### src/rtl/conv_result_reg.sv
module conv_result_reg #(
  parameter int RES_W  = 10,
  parameter int BYTE_W = 8
) (
  input  logic              clk,
  input  logic              rst_n,
  input  logic              res_valid,
  input  logic [RES_W-1:0]  res_data,
  input  logic              left_adj,
  input  logic              rd_en,
  input  logic              rd_addr,
  output logic [BYTE_W-1:0] rd_data
);
  localparam int PAIR_W = 2 * BYTE_W;
  localparam int SHIFT  = PAIR_W - RES_W;

  logic [RES_W-1:0]  res_q;
  logic              locked_q;
  logic              low_rd, high_rd, take;
  logic [PAIR_W-1:0] pair;

  assign low_rd  = rd_en & ~rd_addr;
  assign high_rd = rd_en & rd_addr;
  assign take    = res_valid & ~locked_q & ~low_rd;

  always_ff @(posedge clk) begin
    if (!rst_n) begin
      res_q    <= '0;
      locked_q <= 1'b0;
    end else begin
      if (take) res_q <= res_data;
      if (low_rd)       locked_q <= 1'b1;
      else if (high_rd) locked_q <= 1'b0;
    end
  end

  assign pair    = left_adj ? (PAIR_W'(res_q) << SHIFT) : PAIR_W'(res_q);
  assign rd_data = rd_addr ? pair[PAIR_W-1:BYTE_W] : pair[BYTE_W-1:0];
endmodule


### config.mk
export PLATFORM = sky130hd
export DESIGN_NAME = conv_result_reg
export DESIGN_NICKNAME = d
export VERILOG_FILES = /design/src/rtl/conv_result_reg.sv
export SDC_FILE = /design/constraint.sdc
export NUM_CORES = 1
export LEC_CHECK = 0
export CORE_MARGIN = 5
export CORE_UTILIZATION = 43
export CTS_CLUSTER_DIAMETER = 30
export CTS_CLUSTER_SIZE = 28
export DETAILED_ROUTE_END_ITERATION = 16
export GPL_ROUTABILITY_DRIVEN = 0
export MAX_ROUTING_LAYER = met4
export PLACE_DENSITY = 0.81
export RECOVER_POWER = 100
export SLEW_MARGIN = 10
export SYNTH_ARGS = -nofsm -noshare
export SYNTH_HDL_FRONTEND = slang
export SYNTH_SLANG_ARGS = --single-unit
### constraint.sdc
create_clock -name clk -period 2.6 [get_ports clk]
set_input_delay 0.65 -clock clk [delete_from_list [all_inputs] [get_ports clk]]
set_output_delay 0.65 -clock clk [all_outputs]
set_load 0.02 [all_outputs]
==> impl_results.md, run 1 <==
- Status: completed
- Antenna-violating nets left: 0
- Gr ovfl total: 0
- Worst EP required: 1.95 ns
- # IOs: 24
- Setup total negative slack: 0 ns
- Syn Inst Count: 64
- Die area: 2120 µm²
- CTS HTree Levels: 1
- Drt pass-1 iters: 4
- Final hold viol count: 0
- Met1 usage: 0.153
- Reg-to-Reg Start: locked_q
- Hold path depth: 2
- Vias: 529
- Most used DFF post-synth: dfxtp_1
- Layout cells sized above 1: 0.152
- Rows: 13
- Hold_buf cts: 0
- Arr. time, crit path: 1.78 ns
- Distinct cells, synth: 15
- Initial Util: 0.440
- Largest net degree at the start of global routing: 22
- Relative slew margins: 0.554
- Post-synth EDFFs: 0
- Cell leakage power: 0.351 nW
- Number of buffers added on ports: 23
- Yosys reg bits: 11
- Async set or reset register ratio after synthesis: 0
- DPL Wire Length: 969 µm
- Crit Path Class: in -> out
- Hold path start: res_q[0]
- Post-route DRC: 0
- Hold Crit Endpoint: res_q[0]
- Crit share post-route: 0.934
- Syn Nets: 80
- Final Instance Count excl. Fillers: 107
- Final min period: 2.43 ns
- Crit start category: input pin
- Worst-path clk slew: 0.07 ns
- Tot GR Track Use: 0.134
- WL/cell: 11.8 µm
- Layout Utilization: 0.635
- Synthesis Warnings: 0
- P per Cell Area: 481 nW/µm²
- Hold WC Path Type: reg -> reg
- DR vias/cell: 4.94
- Reg2reg end: res_q[9]
- CTS buffer count: 3
- Area delta synth->final: 44.4%
- Met3 Use GR: 0.0356
- Commonest non-fill, non-tap cells in the layout: nand2_1, clkdlybuf4s50_1, dfxtp_1
- Post-synthesis sequential area ratio: 0.395
- Antenna diode count: 0
- First-pass GRT wire length: 1950 µm
- Worst Tran Pin Value: 0.666 ns
- Crit-path max FO: 6
- CTS tree: built
- VDD IR max: 0.319 mV
- Placed cell count: 103
- Clock sink total: 11
- RSZ-0062 raised after global routing: no
- Commonest non-fill, non-tap cell in the layout: nand2_1
- Vias in the first global route: 488
- Crit. End Element: output pin
- F_max: 412 MHz
- Fin. max-slew vios: 0
- Syn avg cell area: 8.72 µm²
- Max Cap Viol: 0
- Clock skew: 0.00487 ns
- Clk Latency, worst-skew pair: 0.26 ns
- Die Span Y: 46.0 µm
- Post-Syn Area: 558 µm²
- DR iter-0 viols: 8
- Final setup viols: 0
- Clock buffer depth: 2
- Worst setup path startpoint: left_adj
- R2r setup slk: 1.62 ns
- Core area: 1270 µm²
- WL final: 1270 µm
- Chip width: 46.0 µm
- Met2 Usage GRT: 0.203
- Initial antenna violation count: 0
- R2R cell count: 3
- Top Usage Layer GRT: met2
- Root Buffer: clkbuf_4
- Nets: 109
what timing repair did:
action | in CTS | in global routing
endpoints found under the setup margin | 8 | 3
hold endpoints to repair | 0 | 0
resized for setup | 32 | 4
setup buffers | 0 | 0
cloned | 0 | 0
pin swaps | 0 | 0
sequential cells by signal, indices dropped and copies added (netlist names):
signal    flops
locked_q      1
res_q        10
how the worst max path moves through the flow:
stage	end	slack, ns	depth (start not counted)
final	rd_data[1]	0.17	5
after global routing	rd_data[1]	0.08	5
after CTS	rd_data[1]	0.02	6
after detailed placement	rd_data[0]	-0.34	4
after global placement	rd_data[0]	-0.33	4
after floorplan	rd_data[0]	0.68	2
per-stage QoR:
stage	hold WS (ns)	area, µm²	worst slack [ns]	total power (W)
after detailed placement	0.452	821	-0.339	0.000282
final	0.465	806	0.173	0.000387
after global routing	0.486	806	0.0779	0.000406
after global placement	0.443	821	-0.334	0.000280
after floorplan	0.431	558	0.682	0.000236
after CTS	0.466	820	0.0197	0.000392
cells in the mapped netlist (2+ instances only):
cell type | number | area [µm²]
a22o_1 | 6 | 52.6
clkbuf_1 | 2 | 7.51
dfxtp_1 | 11 | 220
mux2i_1 | 11 | 110
nand2_1 | 23 | 86.3
o21ai_0 | 2 | 10.0
critical path, stage by stage:
cell,delay (ns)
clkdlybuf4s50_1,0.52
and2_2,0.22
nand2_1,0.06
o21ai_0,0.07
clkbuf_1,0.25
cells by family (layout without fill, tap and decap cells):
logic type	count (synthesis)	after routing	share of synthesized area
mux	12	12	0.217
flops	11	11	0.395
compound gates	9	9	0.130
buf+inv	5	33	0.0493
simple gates	27	27	0.209
where the power goes:
part | internal, W | total (W) | switching (W) | leakage (nW)
Sequential | 0.000179 | 0.000187 | 0.00000729 | 0.0903
Clock | 0.0000593 | 0.000116 | 0.0000569 | 0.0150
Combinational | 0.0000462 | 0.0000843 | 0.0000381 | 0.246
Total | 0.000285 | 0.000387 | 0.000102 | 0.351
per-layer routing:
| layer | up-vias | part of all wire |
|---|---|---|
| li1 | 275 | - |
| met1 | 235 | 0.46 |
| met2 | 17 | 0.45 |
| met3 | 2 | 0.073 |
| met4 | 0 | 0.015 |
| met5 | - | 0 |
area by class of cell:
cell class                      instances  area (µm²)
Multi-Input combinational cell         48         314
Inverter                                1        3.75
Timing Repair Buffer                   28         223
Fill cell                             123         463
Sequential cell                        11         220
Clock buffer                            4        26.3
Tap cell                               15        18.8
Power figures use the tool's default switching activity.
==> run 2: changes to the inputs <==
--- a/config.mk
+++ b/config.mk
@@ -5,14 +5,15 @@
 export SDC_FILE = /design/constraint.sdc
 export NUM_CORES = 1
 export LEC_CHECK = 0
-export CORE_MARGIN = 5
-export CORE_UTILIZATION = 43
+export CORE_AREA = 5 5 42 44
+export CTS_BUF_LIST = sky130_fd_sc_hd__clkbuf_8
 export CTS_CLUSTER_DIAMETER = 30
 export CTS_CLUSTER_SIZE = 28
 export DETAILED_ROUTE_END_ITERATION = 16
+export DIE_AREA = 0 0 47 49
+export DONT_BUFFER_PORTS = 1
 export GPL_ROUTABILITY_DRIVEN = 0
 export MAX_ROUTING_LAYER = met4
-export PLACE_DENSITY = 0.81
 export RECOVER_POWER = 100
 export SLEW_MARGIN = 10
 export SYNTH_ARGS = -nofsm -noshare
==> impl_results.md, run 2 (same netlist as run 1, synthesis figures left out) <==
- Root Buffer: clkbuf_8
- DR iter-0 viols: 3
- Worst-path clk slew: 0.05 ns
- Initial Util: 0.398
- DPL Wire Length: 874 µm
- Crit-path max FO: 6
- Hold Crit Endpoint: res_q[0]
- # IOs: 24
- Arr. time, crit path: 1.40 ns
- Final setup viols: 0
- Gr ovfl total: 0
- Max Cap Viol: 0
- Max FFs per register: 10
- Fin area: 611 µm²
- First-pass GRT wire length: 1910 µm
- Clock sink total: 11
- Clock skew: 0.00144 ns
- Initial antenna violation count: 0
- Area delta synth->final: 9.42%
- WL/cell: 14.2 µm
- Chip width: 47 µm
- Final min period: 2.05 ns
- Commonest non-fill, non-tap cell in the layout: nand2_1
- Worst Tran Pin Value: 0.735 ns
- Reg2reg end: res_q[8]
- Largest net degree at the start of global routing: 22
- Worst setup margin: 0.550 ns
- Placed cell count: 79
- Core area: 1400 µm²
- WL final: 1180 µm
- Hold WC Path Type: reg -> reg
- Relative slew margins: 0.510
- DP Area: 577 µm²
- Drt pass-1 iters: 3
- Crit. End Element: output pin
- CTS tree: built
- # Post-CTS Setup Buffers: 0
- Tot GR Track Use: 0.119
- Fin. max-slew vios: 0
- Hold WS: 0.461 ns
- Final Instance Count excl. Fillers: 83
- Cells resized by post-CTS repair: 0
- Setup total negative slack: 0 ns
- Hold path start: res_q[0]
- Post-route DRC: 0
- CTS buffer count: 3
- Vias: 437
- Rows: 14
- Crit share post-route: 0.789
- R2R cell count: 3
- Hold path depth: 2
- Number of buffers added on ports: 0
- Crit start category: input pin
- R2r setup slk: 1.22 ns
- Setup WS pre-CTS: 0.632 ns
- Nets: 84
- Vias in the first global route: 436
- DR vias/cell: 5.27
- Cell leakage power: 0.259 nW
- CTS HTree Levels: 1
- Commonest non-fill, non-tap cells in the layout: nand2_1, mux2i_1, dfxtp_1
- Antenna diode count: 0
- P per Cell Area: 651 nW/µm²
- Crit Path Class: in -> out
- Biggest regs: res_q: 10 flops, locked_q: 1 flops
- Clk Latency, worst-skew pair: 0.23 ns
- Antenna-violating nets left: 0
- F_max: 488 MHz
- Die area: 2300 µm²
- RSZ-0062 raised after global routing: no
- Reg-to-Reg Start: locked_q
- Die Span Y: 49 µm
- Largest register by flop count: res_q
- Hold_buf cts: 0
- Final hold viol count: 0
- Status: completed
- Worst EP required: 1.95 ns
- Layout cells sized above 1: 0.0746
- VDD IR max: 0.276 mV
- Clock buffer depth: 2
-- run 2: changes by cell type in the layout (fill, tap and decap cells not counted), moves of 2 or more --
cell / delta
clkbuf_4: -3
buf_4: -5
clkbuf_8: +3
clkbuf_1: -4
buf_2: -2
clkdlybuf4s50_1: -13
-- run 2: critical path, cell delays in order --
cell and delay [ns]:
nor2_1 0.30, nand2_1 0.09, o21ai_0 0.10, clkbuf_1 0.26
-- run 2: final cells by class --
class,instances,area [µm²]
Timing Repair Buffer,3,11.3
Inverter,1,3.75
Clock buffer,3,41.3
Sequential cell,11,220
Clock inverter,1,3.75
Fill cell,157,791
Tap cell,16,20.0
Multi-Input combinational cell,48,310
-- run 2: how the worst max path moves through the flow --
stage	startpoint	end	depth (start not counted)
floorplan	rd_addr	rd_data[0]	2
global placement	left_adj	rd_data[7]	4
detailed placement	left_adj	rd_data[7]	4
CTS	left_adj	rd_data[7]	4
global route	left_adj	rd_data[7]	4
finish	left_adj	rd_data[7]	4
-- run 2: layer usage --
metal / GRT usage / vias to the layer above / routed length (µm) / share of wire
li1: - / 224 / - / -
met1: 0.141 / 200 / 491 / 0.42
met2: 0.161 / 11 / 578 / 0.49
met3: 0.0443 / 2 / 96 / 0.081
met4: 0.0829 / 0 / 12 / 0.010
met5: - / - / 0 / 0
-- run 2: power breakdown --
group | total [W] | internal (W) | switching [W] | leakage (nW)
Sequential | 0.000187 | 0.000180 | 0.00000699 | 0.0903
Clock | 0.000163 | 0.000103 | 0.0000596 | 0.0269
Combinational | 0.0000473 | 0.0000204 | 0.0000268 | 0.142
Total | 0.000397 | 0.000304 | 0.0000934 | 0.259
-- run 2: metrics by stage --
step           power (W)  utilization
6_report        0.000397        0.436
4_1_cts         0.000407        0.444
3_5_place_dp    0.000241        0.412
3_3_place_gp    0.000240        0.412
5_1_grt         0.000422        0.436
2_1_floorplan   0.000236            -
